<file path="config.mk">
export PLATFORM = sky130hd
export DESIGN_NAME = hd_tx_encoder
export DESIGN_NICKNAME = d
export VERILOG_FILES = /design/src/rtl/hdtx_pkg.sv /design/src/rtl/hdtx_trs_detect.sv /design/src/rtl/hdtx_line_crc.sv /design/src/rtl/hdtx_scrambler.sv /design/src/rtl/hd_tx_encoder.sv
export SDC_FILE = /design/constraint.sdc
export NUM_CORES = 1
export LEC_CHECK = 0
export BUFFER_PORTS_ARGS = -buffer_cell sky130_fd_sc_hd__buf_2
export CAP_MARGIN = 30
export CORE_UTILIZATION = 54
export DETAILED_ROUTE_END_ITERATION = 10
export PLACE_DENSITY = 0.78
export REMOVE_ABC_BUFFERS = 1
export SKIP_LAST_GASP = 1
export SYNTH_ARGS = -nofsm -noshare
export SYNTH_HDL_FRONTEND = slang
export SYNTH_HIERARCHICAL = 1
export SYNTH_SLANG_ARGS = --single-unit
</file>
<file path="constraint.sdc">
create_clock -name clk -period 3.4 [get_ports clk]
set_input_delay 0.68 -clock clk [delete_from_list [all_inputs] [get_ports clk]]
set_output_delay 0.68 -clock clk [all_outputs]
set_load 0.05 [all_outputs]
</file>
<file path="src/rtl/hdtx_pkg.sv">
package hdtx_pkg;
   // Role of the current word in the sequence that follows an EAV flag word.
   typedef enum logic [2:0] {
      PH_IDLE = 3'd0,
      PH_LN0  = 3'd1,
      PH_LN1  = 3'd2,
      PH_CR0  = 3'd3,
      PH_CR1  = 3'd4
   } phase_t;

   // Word bit carried by transmit step k when channels are interleaved, lowest channel first.
   function automatic int tx_bit_index(input int k, input int nch, input int chw);
      return (k % nch) * chw + (k / nch);
   endfunction
endpackage

</file>
<file path="src/rtl/hdtx_trs_detect.sv">
module hdtx_trs_detect #(
   parameter int CH_W    = 10,
   parameter int XYZ_BIT = 6
) (
   input  logic                   clk,
   input  logic                   rst,
   input  logic [CH_W-1:0]        din,
   output logic                   sav,
   output hdtx_pkg::phase_t       phase
);
   import hdtx_pkg::*;

   localparam logic [CH_W-1:0] ALL_ONES  = '1;
   localparam logic [CH_W-1:0] ALL_ZEROS = '0;

   logic [CH_W-1:0] hist1_q, hist2_q, hist3_q;
   logic            trs_hit;
   logic            eav;
   phase_t          phase_q;

   assign trs_hit = (hist3_q == ALL_ONES) && (hist2_q == ALL_ZEROS) && (hist1_q == ALL_ZEROS);
   assign eav     = trs_hit &&  din[XYZ_BIT];
   assign sav     = trs_hit && !din[XYZ_BIT];
   assign phase   = phase_q;

   always_ff @(posedge clk) begin
      if (rst) begin
         hist1_q <= '0;
         hist2_q <= '0;
         hist3_q <= '0;
      end else begin
         hist1_q <= din;
         hist2_q <= hist1_q;
         hist3_q <= hist2_q;
      end
   end

   always_ff @(posedge clk) begin
      if (rst) begin
         phase_q <= PH_IDLE;
      end else if (eav) begin
         phase_q <= PH_LN0;
      end else begin
         case (phase_q)
            PH_LN0:  phase_q <= PH_LN1;
            PH_LN1:  phase_q <= PH_CR0;
            PH_CR0:  phase_q <= PH_CR1;
            default: phase_q <= PH_IDLE;
         endcase
      end
   end

   assert_eav_starts_lines_R3: assert property (@(posedge clk) disable iff (rst)
      eav |=> (phase_q == PH_LN0));

   assert_ln1_then_cr0_R4: assert property (@(posedge clk) disable iff (rst)
      (phase_q == PH_LN1 && !eav) |=> (phase_q == PH_CR0));
endmodule

</file>
<file path="src/rtl/hdtx_line_crc.sv">
module hdtx_line_crc #(
   parameter int              CH_W     = 10,
   parameter int              CRC_W    = 18,
   parameter logic [CRC_W-1:0] CRC_POLY = 18'h00031
) (
   input  logic             clk,
   input  logic             rst,
   input  logic             crc_en,
   input  logic [CH_W-1:0]  din,
   input  logic             sav,
   input  hdtx_pkg::phase_t phase,
   output logic [CH_W-1:0]  word_q
);
   import hdtx_pkg::*;

   localparam int HALF = CRC_W / 2;

   logic [CRC_W-1:0] crc_q;
   logic             active_q;
   logic [CH_W-1:0]  word_d;

   function automatic logic [CRC_W-1:0] crc_absorb(input logic [CRC_W-1:0] c,
                                                   input logic [CH_W-1:0] w);
      logic [CRC_W-1:0] r;
      logic             fb;
      r = c;
      for (int i = 0; i < CH_W; i++) begin
         fb = w[i] ^ r[CRC_W-1];
         r  = {r[CRC_W-2:0], 1'b0};
         if (fb) r = r ^ CRC_POLY;
      end
      return r;
   endfunction

   always_comb begin
      word_d = din;
      if (crc_en) begin
         if (phase == PH_CR0)      word_d = {~crc_q[HALF-1],  crc_q[HALF-1:0]};
         else if (phase == PH_CR1) word_d = {~crc_q[CRC_W-1], crc_q[CRC_W-1:HALF]};
      end
   end

   always_ff @(posedge clk) begin
      if (rst) begin
         crc_q    <= '0;
         active_q <= 1'b0;
         word_q   <= '0;
      end else begin
         word_q <= word_d;
         if (sav) begin
            crc_q    <= '0;
            active_q <= 1'b1;
         end else begin
            if (active_q) crc_q <= crc_absorb(crc_q, din);
            if (phase == PH_LN1) active_q <= 1'b0;
         end
      end
   end

   assert_crc_guard_bit_R4: assert property (@(posedge clk) disable iff (rst)
      (crc_en && phase == PH_CR0) |=> (word_q[CH_W-1] != word_q[CH_W-2]));

   assert_crc_bypass_R6: assert property (@(posedge clk) disable iff (rst)
      !crc_en |=> (word_q == $past(din)));
endmodule

</file>
<file path="src/rtl/hdtx_scrambler.sv">
module hdtx_scrambler #(
   parameter int NUM_CH  = 2,
   parameter int CH_W    = 10,
   parameter int SCR_LEN = 9,
   parameter int SCR_TAP = 4,
   localparam int WORD_W = NUM_CH * CH_W
) (
   input  logic              clk,
   input  logic              rst,
   input  logic              en,
   input  logic [WORD_W-1:0] din,
   output logic [WORD_W-1:0] dout
);
   import hdtx_pkg::*;

   logic [SCR_LEN-1:0] hist_q, hist_d;
   logic               nrz_q, nrz_d;
   logic [WORD_W-1:0]  enc_d;

   // Twenty serial steps unrolled: hist[0] is the newest scrambled bit.
   always_comb begin
      logic s;
      int   idx;
      hist_d = hist_q;
      nrz_d  = nrz_q;
      enc_d  = din;
      for (int k = 0; k < WORD_W; k++) begin
         idx        = tx_bit_index(k, NUM_CH, CH_W);
         s          = din[idx] ^ hist_d[SCR_TAP-1] ^ hist_d[SCR_LEN-1];
         hist_d     = {hist_d[SCR_LEN-2:0], s};
         nrz_d      = nrz_d ^ s;
         enc_d[idx] = nrz_d;
      end
   end

   always_ff @(posedge clk) begin
      if (rst) begin
         hist_q <= '0;
         nrz_q  <= 1'b0;
         dout   <= '0;
      end else if (en) begin
         hist_q <= hist_d;
         nrz_q  <= nrz_d;
         dout   <= enc_d;
      end else begin
         dout   <= din;
      end
   end

   assert_scr_bypass_R9: assert property (@(posedge clk) disable iff (rst)
      !en |=> (dout == $past(din)));

   assert_scr_state_held_R9: assert property (@(posedge clk) disable iff (rst)
      !en |=> ($stable(hist_q) && $stable(nrz_q)));
endmodule

</file>
<file path="src/rtl/hd_tx_encoder.sv">
module hd_tx_encoder #(
   parameter int              NUM_CH   = 2,
   parameter int              CH_W     = 10,
   parameter int              XYZ_BIT  = 6,
   parameter int              CRC_W    = 18,
   parameter logic [CRC_W-1:0] CRC_POLY = 18'h00031,
   parameter int              SCR_LEN  = 9,
   parameter int              SCR_TAP  = 4,
   localparam int             WORD_W   = NUM_CH * CH_W
) (
   input  logic              clk,
   input  logic              rst,
   input  logic              crc_en,
   input  logic              scr_en,
   input  logic [WORD_W-1:0] din,
   output logic [WORD_W-1:0] dout
);
   import hdtx_pkg::*;

   if (CRC_W != 2 * (CH_W - 1)) begin : g_bad_crc_w
      $error("CRC width must fill two checksum words of CH_W-1 bits");
   end
   if (SCR_TAP >= SCR_LEN || SCR_TAP < 1) begin : g_bad_tap
      $error("scrambler tap must lie inside the register");
   end
   if (XYZ_BIT >= CH_W) begin : g_bad_xyz
      $error("flag bit outside the channel word");
   end

   logic [WORD_W-1:0] crc_word;
   logic              scr_en_q;

   for (genvar c = 0; c < NUM_CH; c++) begin : g_chan
      logic   ch_sav;
      phase_t ch_phase;

      hdtx_trs_detect #(.CH_W(CH_W), .XYZ_BIT(XYZ_BIT)) u_trs (
         .clk   (clk),
         .rst   (rst),
         .din   (din[c*CH_W +: CH_W]),
         .sav   (ch_sav),
         .phase (ch_phase)
      );

      hdtx_line_crc #(.CH_W(CH_W), .CRC_W(CRC_W), .CRC_POLY(CRC_POLY)) u_crc (
         .clk    (clk),
         .rst    (rst),
         .crc_en (crc_en),
         .din    (din[c*CH_W +: CH_W]),
         .sav    (ch_sav),
         .phase  (ch_phase),
         .word_q (crc_word[c*CH_W +: CH_W])
      );
   end

   // Scrambler enable travels with its word through the first stage.
   always_ff @(posedge clk) begin
      if (rst) scr_en_q <= 1'b0;
      else     scr_en_q <= scr_en;
   end

   hdtx_scrambler #(.NUM_CH(NUM_CH), .CH_W(CH_W), .SCR_LEN(SCR_LEN), .SCR_TAP(SCR_TAP)) u_scr (
      .clk  (clk),
      .rst  (rst),
      .en   (scr_en_q),
      .din  (crc_word),
      .dout (dout)
   );
endmodule

</file>
-- Word-level counts from Yosys, hierarchy flattened
Index checks and enable logic that the tools add are counted.
- equal/unequal tests: 10
- multiplexer cells: 89
- bitwise operators: 104
- reduce and logical (&&, ||, !) cells: 20
- operators with widths (kind ; number):
    $mux 18 ; 54
    $mux 6 ; 20
    $xor 1x1->1 ; 80
    $mux 10 ; 6
    $not 3->3 ; 20
    $logic_not 10->1 ; 4
    $eq 10x10->1 const B ; 2
    $mux 20 ; 1
    $pmux 3 s3 ; 2
    $eq 3x2->1 const B ; 4
    $logic_and 1x1->1 ; 8
    $reduce_or 2->1 ; 4
    $eq 3x1->1 const B ; 2
    $eq 3x3->1 const B ; 2
    $mux 1 ; 6
    $not 1->1 ; 4
    $reduce_bool 2->1 ; 2
    $logic_not 1->1 ; 2
- flip-flop bits (word level): 155
- output and inout bits: 20

-- Logic depth before layout (Yosys ltp)
- word-level depth: 48
- gate-level depth with buffers: 8
- depth with buffers taken out: 7

-- Cells and area by module
Netlist, hierarchy kept.
- by module, submodules not included (module ; times used ; cells each ; area each (um2) ; sequential area each (um2)):
    hdtx_line_crc ; 2 ; 140 ; 1420.1 ; 580.6
    hdtx_scrambler ; 1 ; 191 ; 2068.2 ; 600.6
    hdtx_trs_detect ; 2 ; 90 ; 1023.5 ; 660.6
    hd_tx_encoder ; 1 ; 2 ; 33.8 ; 20.0

-- Worst setup path before layout
No wires, ideal clock.
- path type: reg-to-reg
- from: register u_scr.hist_q[2]
- to: register u_scr.dout[19]
- library setup time: 114 ps
- arrival time: 2599 ps
- required time: 3286 ps
- path slack: 687 ps
- stages on the path, launching flop included: 8
- clock period less this slack: 2713 ps
- cells stage by stage: dfxtp_1 > xor3_2 > xnor3_2 > xnor3_1 > xnor2_2 > xnor3_1 > and2_1 > a21o_1
- longest elaborated chain between the ends: 22
- elaborated cells on any way between the ends: 40
- those cells by class: 1 x mux; 39 x bitwise
- ends and longest elaborated chain (element ; line ; RTL):
    from (decl) ; hdtx_scrambler.sv:16 ; logic [SCR_LEN-1:0] hist_q, hist_d;
    from (signal assigned) ; hdtx_scrambler.sv:42 ; hist_q <= hist_d;
    $xor 1x1->1 (2 in a row) ; hdtx_scrambler.sv:29 ; s = din[idx] ^ hist_d[SCR_TAP-1] ^ hist_d[SCR_LEN-1];
    $xor 1x1->1 (18 in a row) ; hdtx_scrambler.sv:31 ; nrz_d = nrz_d ^ s;
    $xor 1x1->1 (*) ; hdtx_scrambler.sv:31 ;
    $mux 20 (*) ; hdtx_scrambler.sv:41 ; end else if (en) begin
    to (signal assigned) ; hdtx_scrambler.sv:44 ; dout <= enc_d;
    to (signal assigned) ; hdtx_scrambler.sv:46 ; dout <= din;
    to (decl) ; hdtx_scrambler.sv:12 ; output logic [WORD_W-1:0] dout
Every way passes the cells marked *; elsewhere a longest branch is shown, timed or not.
A chain may end at the register's enable or synchronous reset.

-- Worst setup path after layout
Ends and elaborated chain as after synthesis.

==> flow_metrics.tcl <==
set metrics [dict create \
    htreeDepth 4 \
    p_int_mw 5.67 \
    synth_area_per_cell_um2 10.7 \
    grt_remaining_overflow 0 \
    finalWorstSetupSlack_ps 463 \
    die_area_mm2 0.0134 \
    dr.first_iter.drc_count 339 \
    cts_tree "done" \
    yosysSeqAreaShare_pct 44.4 \
    dp.cells 843 \
    yosys-top-cells-area "dfxtp_1 (44%), xnor2_1 (11%), mux2i_1 (5.7%), nor2b_1 (5.4%), xor3_1 (4.1%)" \
    clock-sinks 155 \
    grt_pass1_vias 4594 \
    reg2reg_depth 7 \
    finalSetupViolations 0 \
    fin_skew_ps 9.03 \
    p_comb_share_pct 55.5 \
    clk_path_buf_depth 2 \
    vias 4787 \
    critPathBufInv 0 \
    drt.antenna.violating_nets 0 \
    maxSlewViolCount 0 \
    synth_area_mm2 0.00699 \
    drive_gt1_share_pct 15.6 \
    final_area_mm2 0.00797 \
    clk_latency_ps 430 \
    r2r_start "u_scr/hist_q[2]" \
    coreArea_mm2 0.0126 \
    maxCapViolCount 0 \
    num_rows 41 \
    slew_headroom_pct 47.7 \
    finalCritPeriodShare_pct 86.4 \
    wl_um 14900 \
    critPathCapture "u_scr/dout[19]" \
    port_buffers 43 \
    ctsHoldBuffers 0 \
    die_w_um 116 \
    crit_type "flop to flop" \
    ir_drop_mv 0.871 \
    stdcell_count 877 \
    grt_first_pass_wirelength_um 23900 \
    cts-resized-gates 0 \
    synth_cells 653 \
    cp-start-kind "flop" \
    cts_setup_buffers 0 \
    cp_num_cells 7 \
    synth_edf_count 0 \
    power.density_mw_per_mm2 1120 \
    tns_ps 0 \
    fmax_mhz 340 \
    crit_family "XOR/XNOR gates" \
    power_mw 8.95 \
    crit_path_end_kind "flop" \
    syn_to_final_growth_pct 14.1 \
    initial_core_util_pct 55.4 \
    hold_viol 0 \
    switchingPower_mw 3.28 \
    placed_cell_area_mm2 0.00732 \
    ys_warn_count 6 \
    cp_max_fo 4 \
    place.gp.congestion 0.928 \
    fin_nets 716 \
    path_cells "xor3_2 -> xnor3_2 -> xnor3_1 -> xnor2_2 -> xnor3_1 -> and2_1 -> a21o_1" \
    hold_path_class "flop to flop" \
    cp.arrival_ps 3260 \
    rsz0062_at_grt "false" \
    vias_per_cell 5.46 \
    synthDistinctLibCells 46 \
    grt_max_degree 77 \
    leakage_nw 3.20 \
    min_period_ps 2940 \
    io_pins 44 \
    die_h_um 116 \
    ff2ff_setup_slack_ps 460 \
    power_frac_seq_pct 23.4 \
    clkPwrFrac_pct 21.1 \
    final_util_pct 63.2 \
    cts_buffers 17 \
    synth_ff_type "dfxtp_1" \
    insertedDiodeCount 0 \
    whs_ps 461 \
    timing.critical_path.slowest_stage_cell "xor3_2" \
    drcViolationCount 0 \
    detailed_place_hpwl_um 10600 \
    cp.required_ps 3720 \
    rr_endpoint "u_scr/dout[19]" \
    cp-startpoint "u_scr/hist_q[2]" \
    grt_usage_pct 24.0 \
    tightest_slew_ps 784 \
    pre_cts_slack_ps 481 \
    synth_top_area_share_pct 44.4 \
    cpMostUsedCell "xnor3_1" \
    cts-root-buf "clkbuf_16" \
    synth_top_area_cell "dfxtp_1" \
    slowest_delay_ps 530 \
    routedWlPerCell_um 16.9 \
    power.share.switching_pct 36.6 \
    synth_seq_cells 155 \
    cts.clk_slew.worst_paths_ps 60 \
    status "complete, no violations" \
    antenna_found_initial 0 \
    ys_async_sr_fraction_pct 0 \
    drt_pre_antenna_iters 5 \
]
## state kept, by name (all words and copies together) (netlist names)
register / count
g_chan.u_crc/word_q: 20
u_scr/dout: 20
u_scr/nrz_q: 1
g_chan.u_trs/hist2_q: 20
g_chan.u_trs/hist3_q: 20
scr_en_q: 1
g_chan.u_crc/active_q: 2
u_scr/hist_q: 9
g_chan.u_trs/hist1_q: 20
g_chan.u_trs/phase: 6
g_chan.u_crc/crc_q: 36
## cells by family after synthesis
kind of cell / Yosys count / synth area share (%)
AND/OR/NAND/NOR: 210 / 16.8
flip-flops: 155 / 44.4
XOR/XNOR: 133 / 23.1
AO/OA/AOI/OAI: 85 / 8.13
multiplexers: 40 / 5.73
buffers and inverters: 30 / 1.88
## worst min-delay path by stage
stage / start / end / slack, ps / cells past startpoint
after floorplan: g_chan[0].u_trs/hist2_q[5] / g_chan[0].u_trs/hist3_q[5] / 430 / 1
after global placement: g_chan[1].u_trs/hist1_q[8] / g_chan[1].u_trs/hist2_q[8] / 440 / 1
after detailed placement: g_chan[1].u_trs/hist2_q[5] / g_chan[1].u_trs/hist3_q[5] / 450 / 1
after CTS: g_chan[1].u_trs/hist1_q[9] / g_chan[1].u_trs/hist2_q[9] / 460 / 1
after global routing: scr_en / scr_en_q / 470 / 2
final: g_chan[1].u_trs/hist2_q[5] / g_chan[1].u_trs/hist3_q[5] / 460 / 1
## power groups by stage
stage               logic (mW)  registers (mW)  clock network, mW
finish                    4.97            2.10               1.89
global route              5.25            2.12               2.01
CTS                       4.93            2.10               1.92
detailed placement        4.91            2.14                  0
global placement          4.79            2.13                  0
floorplan                 3.92            2.38                  0
## layer usage
layer | up-vias | part of all wire (%) | GRT usage, %
li1 | 2322 | - | -
met1 | 2312 | 45 | 30.8
met2 | 132 | 48 | 38.6
met3 | 21 | 4.8 | 6.54
met4 | 0 | 2.0 | 9.06
met5 | - | 0 | 0
## layout by cell type, fill, tap and decap left out, types with 3 or more instances in the layout
cell type / count
nand4_1: 4
dfxtp_1: 155
or4_4: 4
nor2_1: 74
buf_4: 4
a21oi_1: 26
nor4_1: 10
nor2b_1: 60
nand3_1: 6
nor4b_1: 4
o21ai_0: 15
clkinv_4: 3
mux2i_1: 40
nand4b_1: 4
buf_2: 42
xnor3_2: 3
xnor2_1: 88
clkbuf_16: 17
nand2_1: 18
xor3_1: 12
a211oi_1: 34
or2_2: 6
xnor3_1: 11
inv_6: 6
xor2_1: 13
or3_1: 3
## layout make-up
class | count | area [µm²]
tap | 172 | 215
timing repair buffer | 48 | 295
multi-input combinational | 468 | 3750
fill | 1033 | 4650
inverter | 2 | 7.51
sequential | 155 | 3100
clock buffer | 18 | 439
clock inverter | 14 | 156
## cells in the mapped netlist (all sizes together) (7+ instances only)
master and count:
nand2 18, xor2 14, xnor3 15, nor2 74, nor2b 61, buf 7, mux2i 40, a211oi 34
o21ai 15, clkbuf 21, nor4 10, xor3 14, dfxtp 155, xnor2 90, a21oi 26
No activity file was read; power rests on OpenSTA's default activity.
